$ cat config.mk
export PLATFORM = sky130hd
export DESIGN_NAME = msg_record_deser
export DESIGN_NICKNAME = d
export VERILOG_FILES = /design/src/rtl/msgrec_pkg.sv /design/src/rtl/msgrec_beat_ctr.sv /design/src/rtl/msgrec_assemble.sv /design/src/rtl/msgrec_len_chk.sv /design/src/rtl/msg_record_deser.sv
export SDC_FILE = /design/constraint.sdc
export NUM_CORES = 1
export LEC_CHECK = 0
export ABC_AREA = 1
export BUFFER_PORTS_ARGS = -buffer_cell sky130_fd_sc_hd__clkbuf_2
export CAP_MARGIN = 15
export CORE_MARGIN = 5
export CORE_UTILIZATION = 33
export DETAILED_ROUTE_END_ITERATION = 8
export PLACE_DENSITY = 0.52
export SYNTH_ARGS = -nofsm -noshare
export SYNTH_HDL_FRONTEND = slang
export SYNTH_SLANG_ARGS = --single-unit
$ cat constraint.sdc
create_clock -name clk -period 2.03 [get_ports clk]
set_input_delay 0.203 -clock clk [delete_from_list [all_inputs] [get_ports clk]]
set_output_delay 0.203 -clock clk [all_outputs]
set_load 0.01 [all_outputs]
$ cat src/rtl/msgrec_pkg.sv
package msgrec_pkg;
  localparam int TYPE_W  = 5;
  localparam int BYTE_W  = 8;
  localparam int ID_W    = 16;
  localparam int PAY_W   = 32;

  localparam logic [TYPE_W-1:0] T_LAST_SHORT = 5'd14;
  localparam logic [TYPE_W-1:0] T_SLOT_PWR   = 5'd15;
  localparam logic [TYPE_W-1:0] T_LAT_RPT    = 5'd16;
  localparam logic [TYPE_W-1:0] T_UNLOCK     = 5'd18;
  localparam logic [TYPE_W-1:0] T_VEND0      = 5'd19;
  localparam logic [TYPE_W-1:0] T_VEND1      = 5'd20;

  typedef enum logic [1:0] {
    CLS_SHORT,
    CLS_PAY,
    CLS_VEND,
    CLS_RSVD
  } msg_cls_e;

  typedef struct packed {
    logic [TYPE_W-1:0] mtype;
    logic [ID_W-1:0]   req_id;
    logic [ID_W-1:0]   vend_id;
    logic [PAY_W-1:0]  payload;
    logic              has_data;
  } rec_t;

  function automatic msg_cls_e classify(input logic [TYPE_W-1:0] t);
    if (t <= T_LAST_SHORT || t == T_UNLOCK) return CLS_SHORT;
    if (t == T_SLOT_PWR || t == T_LAT_RPT)  return CLS_PAY;
    if (t == T_VEND0 || t == T_VEND1)       return CLS_VEND;
    return CLS_RSVD;
  endfunction
endpackage

$ cat src/rtl/msgrec_beat_ctr.sv
module msgrec_beat_ctr #(
  parameter int MAX_BEATS = 8,
  parameter int CNT_W     = $clog2(MAX_BEATS + 2)
) (
  input  logic             clk,
  input  logic             rst,
  input  logic             vld,
  output logic [CNT_W-1:0] cnt,
  output logic             first,
  output logic             fin
);
  localparam logic [CNT_W-1:0] CNT_SAT = CNT_W'(MAX_BEATS + 1);

  assign first = vld && (cnt == '0);
  assign fin   = !vld && (cnt != '0);

  always_ff @(posedge clk) begin
    if (rst)              cnt <= '0;
    else if (vld) begin
      if (cnt != CNT_SAT) cnt <= cnt + 1'b1;
    end else              cnt <= '0;
  end

  // the count saturates one past the longest legal message
  p_cnt_sat_r11: assert property (@(posedge clk) disable iff (rst)
    (cnt == CNT_SAT && vld) |=> (cnt == CNT_SAT));
  // a low strobe always leaves the counter at zero
  p_cnt_clear_r2: assert property (@(posedge clk) disable iff (rst)
    !vld |=> (cnt == '0));
endmodule

$ cat src/rtl/msgrec_assemble.sv
module msgrec_assemble
  import msgrec_pkg::*;
#(
  parameter int CNT_W = 4
) (
  input  logic              clk,
  input  logic              rst,
  input  logic              vld,
  input  logic              first,
  input  logic [CNT_W-1:0]  beat_idx,
  input  logic [TYPE_W-1:0] msg_type,
  input  logic [BYTE_W-1:0] msg_byte,
  output rec_t              work
);
  localparam int HDR_BYTES = ID_W / BYTE_W;
  localparam int VID_BYTES = ID_W / BYTE_W;
  localparam int PAY_BYTES = PAY_W / BYTE_W;
  localparam int VPAY_OFF  = HDR_BYTES + VID_BYTES;

  msg_cls_e         cls;
  logic             pay_wr, vid_wr;
  logic [CNT_W-1:0] pay_sel, vid_sel;

  assign cls = classify(work.mtype);

  always_comb begin
    pay_wr  = 1'b0;
    vid_wr  = 1'b0;
    pay_sel = '0;
    vid_sel = '0;
    if (vld && !first) begin
      if (cls == CLS_PAY && int'(beat_idx) >= HDR_BYTES &&
          int'(beat_idx) < HDR_BYTES + PAY_BYTES) begin
        pay_wr  = 1'b1;
        pay_sel = beat_idx - CNT_W'(HDR_BYTES);
      end
      if (cls == CLS_VEND && int'(beat_idx) >= HDR_BYTES &&
          int'(beat_idx) < VPAY_OFF) begin
        vid_wr  = 1'b1;
        vid_sel = beat_idx - CNT_W'(HDR_BYTES);
      end
      if (cls == CLS_VEND && int'(beat_idx) >= VPAY_OFF &&
          int'(beat_idx) < VPAY_OFF + PAY_BYTES) begin
        pay_wr  = 1'b1;
        pay_sel = beat_idx - CNT_W'(VPAY_OFF);
      end
    end
  end

  always_ff @(posedge clk) begin
    if (rst) begin
      work.mtype    <= '0;
      work.req_id   <= '0;
      work.has_data <= 1'b0;
    end else if (first) begin
      work.mtype    <= msg_type;
      work.req_id   <= {msg_byte, {BYTE_W{1'b0}}};
      work.has_data <= 1'b0;
    end else if (vld) begin
      if (beat_idx == CNT_W'(1)) work.req_id[BYTE_W-1:0] <= msg_byte;
      if (pay_wr) work.has_data <= 1'b1;
    end
  end

  for (genvar g = 0; g < PAY_BYTES; g++) begin : g_pay_lane
    always_ff @(posedge clk) begin
      if (rst || first)                           work.payload[g*BYTE_W +: BYTE_W] <= '0;
      else if (pay_wr && pay_sel == CNT_W'(g))    work.payload[g*BYTE_W +: BYTE_W] <= msg_byte;
    end
  end

  for (genvar g = 0; g < VID_BYTES; g++) begin : g_vid_lane
    always_ff @(posedge clk) begin
      if (rst || first)                           work.vend_id[g*BYTE_W +: BYTE_W] <= '0;
      else if (vid_wr && vid_sel == CNT_W'(g))    work.vend_id[g*BYTE_W +: BYTE_W] <= msg_byte;
    end
  end

  // the type is fixed by the first beat for the rest of the message
  p_type_hold_r3: assert property (@(posedge clk) disable iff (rst)
    (vld && !first) |=> $stable(work.mtype));
  // no field moves on beats past the last capturable one
  p_late_beat_r11: assert property (@(posedge clk) disable iff (rst)
    (vld && int'(beat_idx) >= VPAY_OFF + PAY_BYTES) |=> $stable(work));
endmodule

$ cat src/rtl/msgrec_len_chk.sv
module msgrec_len_chk
  import msgrec_pkg::*;
#(
  parameter int CNT_W      = 4,
  parameter int SHORT_LEN  = 2,
  parameter int PAY_LEN    = 6,
  parameter int VEND_SHORT = 4,
  parameter int VEND_LONG  = 8
) (
  input  logic [TYPE_W-1:0] mtype,
  input  logic [CNT_W-1:0]  beats,
  output logic              bad
);
  always_comb begin
    unique case (classify(mtype))
      CLS_SHORT: bad = (beats != CNT_W'(SHORT_LEN));
      CLS_PAY:   bad = (beats != CNT_W'(PAY_LEN));
      CLS_VEND:  bad = (beats != CNT_W'(VEND_SHORT)) && (beats != CNT_W'(VEND_LONG));
      default:   bad = 1'b1;
    endcase
  end
endmodule

$ cat src/rtl/msg_record_deser.sv
module msg_record_deser
  import msgrec_pkg::*;
#(
  parameter int MAX_BEATS = 8,
  parameter int CNT_W     = $clog2(MAX_BEATS + 2)
) (
  input  logic              clk,
  input  logic              rst,
  input  logic              msg_vld,
  input  logic [TYPE_W-1:0] msg_type,
  input  logic [BYTE_W-1:0] msg_byte,
  output logic              rec_done,
  output logic              rec_len_err,
  output logic [TYPE_W-1:0] rec_type,
  output logic [ID_W-1:0]   rec_req_id,
  output logic [ID_W-1:0]   rec_vendor_id,
  output logic [PAY_W-1:0]  rec_payload,
  output logic              rec_has_data
);
  logic [CNT_W-1:0] cnt;
  logic             first, fin, bad;
  rec_t             work, rec_q;

  msgrec_beat_ctr #(.MAX_BEATS(MAX_BEATS), .CNT_W(CNT_W)) i_ctr (
    .clk(clk), .rst(rst), .vld(msg_vld), .cnt(cnt), .first(first), .fin(fin)
  );

  msgrec_assemble #(.CNT_W(CNT_W)) i_asm (
    .clk(clk), .rst(rst), .vld(msg_vld), .first(first), .beat_idx(cnt),
    .msg_type(msg_type), .msg_byte(msg_byte), .work(work)
  );

  msgrec_len_chk #(.CNT_W(CNT_W), .VEND_LONG(MAX_BEATS)) i_len (
    .mtype(work.mtype), .beats(cnt), .bad(bad)
  );

  always_ff @(posedge clk) begin
    if (rst) begin
      rec_q       <= '0;
      rec_len_err <= 1'b0;
      rec_done    <= 1'b0;
    end else begin
      rec_done <= fin;
      if (fin) begin
        rec_q       <= work;
        rec_len_err <= bad;
      end
    end
  end

  assign rec_type      = rec_q.mtype;
  assign rec_req_id    = rec_q.req_id;
  assign rec_vendor_id = rec_q.vend_id;
  assign rec_payload   = rec_q.payload;
  assign rec_has_data  = rec_q.has_data;

  // end of message yields done next cycle, and done never lasts two cycles
  p_done_after_end_r2: assert property (@(posedge clk) disable iff (rst)
    fin |=> rec_done);
  p_done_pulse_r2: assert property (@(posedge clk) disable iff (rst)
    rec_done |=> !rec_done);
  // outputs only move when a record is delivered
  p_hold_r12: assert property (@(posedge clk) disable iff (rst)
    !fin |=> ($stable(rec_q) && $stable(rec_len_err)));
  // reserved codes always carry the error flag
  p_rsvd_err_r10: assert property (@(posedge clk) disable iff (rst)
    (rec_done && classify(rec_type) == CLS_RSVD) |-> rec_len_err);
  // short-class records never claim data
  p_short_nodata_r8: assert property (@(posedge clk) disable iff (rst)
    (rec_done && classify(rec_type) == CLS_SHORT) |-> !rec_has_data);
endmodule

* Yosys cells after proc, flatten, opt, wreduce, memory -nomap -nowiden
Cells that the tools add are included.
W data, S select, Z words.
** Cells by class
- $add $sub $neg :: 3
- Multipliers :: 0
- Divide/modulo/power cells :: 0
- Magnitude comparators :: 6
- Equality and inequality tests :: 17
- Shift operators :: 0
- Multiplexer cells :: 23
- Bitwise operators :: 1
- Reductions and logical operators :: 31
** Operators by type and width (number)
- $eq A5 B5 Y1 const B :: 4
- $mux W4 :: 5
- $logic_and A1 B1 Y1 :: 16
- $eq A4 B1 Y1 const B :: 3
- $logic_not A4 Y1 :: 3
- $mux W2 :: 6
- $mux W1 :: 11
- $eq A4 B2 Y1 const B :: 2
- $lt A4 B3 Y1 const B :: 2
- $ne A4 B3 Y1 const B :: 2
- $ne A4 B4 Y1 const B :: 2
- $eq A5 B4 Y1 const B :: 1
- $le A5 B4 Y1 const B :: 1
- $add A4 B1 Y4 const B :: 1
- $ge A4 B2 Y1 const B :: 1
- $ge A4 B3 Y1 const B :: 1
- $logic_or A1 B1 Y1 :: 4
- $lt A4 B4 Y1 const B :: 1
- $ne A4 B2 Y1 const B :: 1
- $reduce_and A2 Y1 :: 2
- $reduce_bool A4 Y1 :: 1
- $reduce_or A2 Y1 :: 2
- $sub A4 B2 Y4 const B :: 1
- $sub A4 B3 Y4 const B :: 1
- other kinds (6) :: 7
** Storage, ports and cells
- Bits in registers :: 146
- Bits in latches :: 0
- Bits in writable memories :: 0
- ROM bits :: 0
- Input port bits :: 16
- Output and inout port bits :: 72
- Memories kept :: 0

* Logic depth before layout (Yosys ltp)
- Word-level depth :: 17
- Depth in mapped cells :: 13
- Depth with buffers taken out :: 12

* Cells and area by module
From an unflattened synthesis, not the netlist that was laid out.
** Second synthesis, totals
- Cells, all modules :: 951
- Area total of the unflattened synthesis :: 6303.5 um^2
** Modules (own cells, without submodules)
- msgrec_assemble :: times used 1, cells an instance 428, area each 2971.6 um^2, seq. area each 1401.3 um^2
- msg_record_deser :: times used 1, cells an instance 453, area each 2942.8 um^2, seq. area each 1441.4 um^2
- msgrec_beat_ctr :: times used 1, cells an instance 37, area each 247.7 um^2, seq. area each 80.1 um^2
- msgrec_len_chk :: times used 1, cells an instance 33, area each 141.4 um^2, seq. area each 0.0 um^2

* Worst setup path before layout
Ideal clock, no wire load.
- Path kind :: flip-flop to flip-flop
- Start :: reg i_ctr.cnt[0]
- End :: reg rec_q (netlist bit rec_payload[12])
- Library setup time :: 116 ps
- Arrival :: 1737 ps
- Setup slack :: 177 ps
- Cell stages (with the launch flop) :: 11
- Cell sequence :: dfxtp_1 inv_2 ha_1 nand2_1 inv_1 nor2_1 inv_1 buf_2 buf_2 nor2_1 nor2_1
** Between the ends
- Longest elaborated chain between the ends :: 2
** RTL lines
- start: declaration :: line msgrec_beat_ctr.sv:8 : output logic [CNT_W-1:0] cnt,
- start signal: assignment :: line msgrec_beat_ctr.sv:20 : if (cnt != CNT_SAT) cnt <= cnt + 1'b1;
- $reduce_bool A4 Y1 :: line msgrec_beat_ctr.sv:15 : assign fin = !vld && (cnt != '0);
- $logic_and A1 B1 Y1 :: line msgrec_beat_ctr.sv:15
- end signal: assignment :: line msg_record_deser.sv:45 : rec_q <= work;
- end: declaration :: line msg_record_deser.sv:22 : rec_t work, rec_q;
Every way passes these cells.
A chain may end at the register's enable or synchronous reset.

* Worst setup path in the final report
- Start :: reg i_ctr.cnt[1]
- End :: reg i_asm.work[23] (netlist name)
** Between the ends
- Longest elaborated chain between the ends :: 8
- Elaborated cells between the ends (all ways) :: 23
** RTL lines
- $ge A4 B2 Y1 :: line msgrec_assemble.sv:32 : if (cls == CLS_PAY && int'(beat_idx) >= HDR_BYTES &&
- $logic_and A1 B1 Y1 (2 in a row) :: line msgrec_assemble.sv:32
- $mux W4 :: line msgrec_assemble.sv:32
- $mux W4 :: line msgrec_assemble.sv:42 : if (cls == CLS_VEND && int'(beat_idx) >= VPAY_OFF &&
- $mux W4 :: line msgrec_assemble.sv:31 : if (vld && !first) begin
- $eq A4 B2 Y1 :: line msgrec_assemble.sv:68 : else if (pay_wr && pay_sel == CNT_W'(g)) work.payload[g*BYTE_W +: BYTE_W] <= msg_byte;
- $logic_and A1 B1 Y1 :: line msgrec_assemble.sv:68
Parallel ways exist; a longest one is shown, timed or not.

==> results.cfg <==
[synthesis]
netlist_instances = 723
synth.net_count = 749
ys_seq_area_share_pct = 51.9
yosys_warnings = 0
synth_seq_cells = 146
yosys-top-cells-area = dfxtp_1 52%, nor2_1 10%, o21ai_0 9.2%
yosysTopAreaCellShare_pct = 51.9
postSynthAreaPerCell_um2 = 7.78
synth_top_area_cell = dfxtp_1
syn_area_um2 = 5630
yosysUniqueCellTypes = 28

[global_route]
grt_max_degree = 60
grt_pass1_wl_um = 23700
grt-ovfl-total = 0
grt_pass1_vias = 4636
antenna_found_initial = 0
gr-usage-all-layers_pct = 14.9

[layout]
diodes = 0
drive_above_1_share_pct = 20.1
area_growth_pct = 24.0
nNetsFinal = 833
utilization_pct = 41.9

[sta]
finClkSkew_ns = 0.00902
rsz0062_at_grt = no
max_freq_mhz = 556
post-route-worst-setup-slack_ns = 0.232
worst_slew_pin_slew_ns = 0.420
slew_headroom_pct = 72.0
finalHoldViolations = 0
setup_tns_ns = 0
setup_viol = 0
fin_crit_ns = 1.80
drv_slew = 0
fin_crit_sh_pct = 88.6
whs_ns = 0.0636

[drt]
post_drt_via_cell_ratio = 4.54
routedWlPerCell_um = 13.5
dr.pass1.iters = 4
wirelength_um = 14100
drtIter0Drc = 294
vias = 4725
drt_drc_violations_left = 0
ant_nets = 0

[worst_setup_path]
worstPathArrival_ns = 2.15
crit_top_cell = nor2_1
end_kind = register
cp_top_family = simple AND/OR/NAND/NOR gates
slowest_stage = dfxtp_1
path_class = register to register
cp_max_fo = 8
path_buf_inv = 3
startpoint_type = register
cpPeakStageDelay_ns = 0.33
crit_path_cell_trace = inv_1 -> ha_1 -> xor2_1 -> nor2_1 -> inv_1 -> nand2_1 -> nand2_2 -> inv_2 -> nand2_2 -> nor2_4 -> nor2_1 -> nor2_1
crit_required_ns = 2.39

[floorplan]
fp-row-count = 47
die_height_um = 141
boundaryPins = 88
start_util_pct = 33.8
coreArea_um2 = 16600
die_area_um2 = 19800
die_w_um = 141

[placement]
pre_cts_ws_ns = 0.118
io_buffers = 87
finalWeightedCongestion = 0.800
hpwl_um = 9760

[power_and_ir_drop]
fin_total_pwr_mw = 6.79
p_leak_nw = 2.97
powerDensity_nw_per_um2 = 974
ir_worst_vdd_mv = 0.496

[cts]
clock_latency_ns = 0.42
path_clk_slew_ns = 0.06
cts_sinks = 146
h-tree-depth = 4
root_buffer = clkbuf_16
cts_buffer_depth = 2
cts_tree = yes
numCtsBuffers = 17

[hold_path]
hp-class = primary input to register

[outcome]
outcome = complete, no violations

[job]
drv_cap = 0
stage by stage:
| step | instance area, µm² | instances |
|---|---|---|
| final | 6980 | 1040 |
| after global routing | 6980 | 1040 |
| after CTS | 6950 | 1039 |
| after detailed placement | 6340 | 1007 |
| after global placement | 6340 | 1007 |
| after floorplan | 5630 | 723 |
worst register-to-register path: cells and delay by family, from the launching register on:
kind / cells / cell delay (ns)
AND/OR/NAND/NOR: 7 / 0.77
flip-flops: 1 / 0.33
buffers and inverters: 3 / 0.25
adder cells (fa/ha/maj): 1 / 0.24
XOR/XNOR: 1 / 0.13
sequential cells by signal, summed over array words and instances, names as in the netlist:
register and cells:
rec_payload 32, rec_len_err 1, i_ctr.cnt 4, rec_req_id 16
rec_type 5, rec_vendor_id 16, rec_done 1, rec_has_data 1
i_asm.work 70
path summary, 6_finish.rpt:
check	startpoint	to	slack (ns)	cells past startpoint
worst min register to register	i_asm.work[64]	rec_req_id[15]	0.45	2
worst max register to register	i_ctr.cnt[1]	i_asm.work[23]	0.23	12
worst min-delay path	rst	i_asm.work[66]	0.06	2
worst max-delay path	i_ctr.cnt[1]	i_asm.work[23]	0.23	12
per-layer routing:
layer	track usage (%)	wire length [µm]	vias up
li1	-	-	2522
met2	22.6	6100	72
met3	4.13	487	14
met1	20.5	7310	2117
met5	0	0	-
met4	4.79	185	0
power by group:
group	total, mW	switching, mW	internal, mW
clock	3.21	1.19	2.02
combinational	0.545	0.353	0.192
sequential	3.04	0.0582	2.98
cell families (layout without fill, tap and decap cells):
kind of cell | after synthesis | after routing | share of synthesized area, %
AND/OR/NAND/NOR | 286 | 286 | 22.1
AO/OA/AOI/OAI | 181 | 181 | 16.2
flip-flops | 146 | 146 | 51.9
buffers and inverters | 99 | 196 | 7.40
adder cells (fa/ha/maj) | 10 | 10 | 2.22
XOR/XNOR | 1 | 1 | 0.156
cell usage in the layout, fill, tap and decap left out, types with 2 or more instances in the layout:
cell type and count:
clkbuf_8 3, clkbuf_1 2, nand2_1 63, inv_1 50
nor2_4 7, inv_2 7, nor3_1 3, nand3_4 2
dfxtp_1 144, nor2_2 2, buf_4 11, nand2_2 8
clkbuf_16 17, o21ai_0 104, ha_1 10, bufinv_16 3
clkbuf_2 87, clkinv_2 5, inv_6 2, dfxtp_2 2
nor2_1 150, a21oi_1 74, buf_12 6, nand3_1 49
cell usage after synthesis (all sizes together):
cell and n:
nor2 159, dfxtp 146, o21ai 104, a21oi 74
nand2 71, inv 59, nand3 52, buf 21
clkbuf 18, ha 10, nor3 3, a211oi 1
a31oi 1, clkinv 1, nand4 1, o211ai 1
xor2 1
final cells by class:
type | count | area, µm²
multi-input cells | 478 | 2300
clock buffers | 22 | 474
clock inverters | 10 | 131
flip-flops and latches | 146 | 2930
repair buffers | 104 | 638
fillers | 1772 | 9660
well taps | 220 | 275
inverters | 60 | 235
timing repair:
item	in CTS	in global routing
buffers inserted	0	1
hold buffers	0	0
endpoints found under the setup margin	0	51
hold endpoints to repair	0	0
resized for setup	0	6
Note: power is estimated with default switching activity, not from simulation.
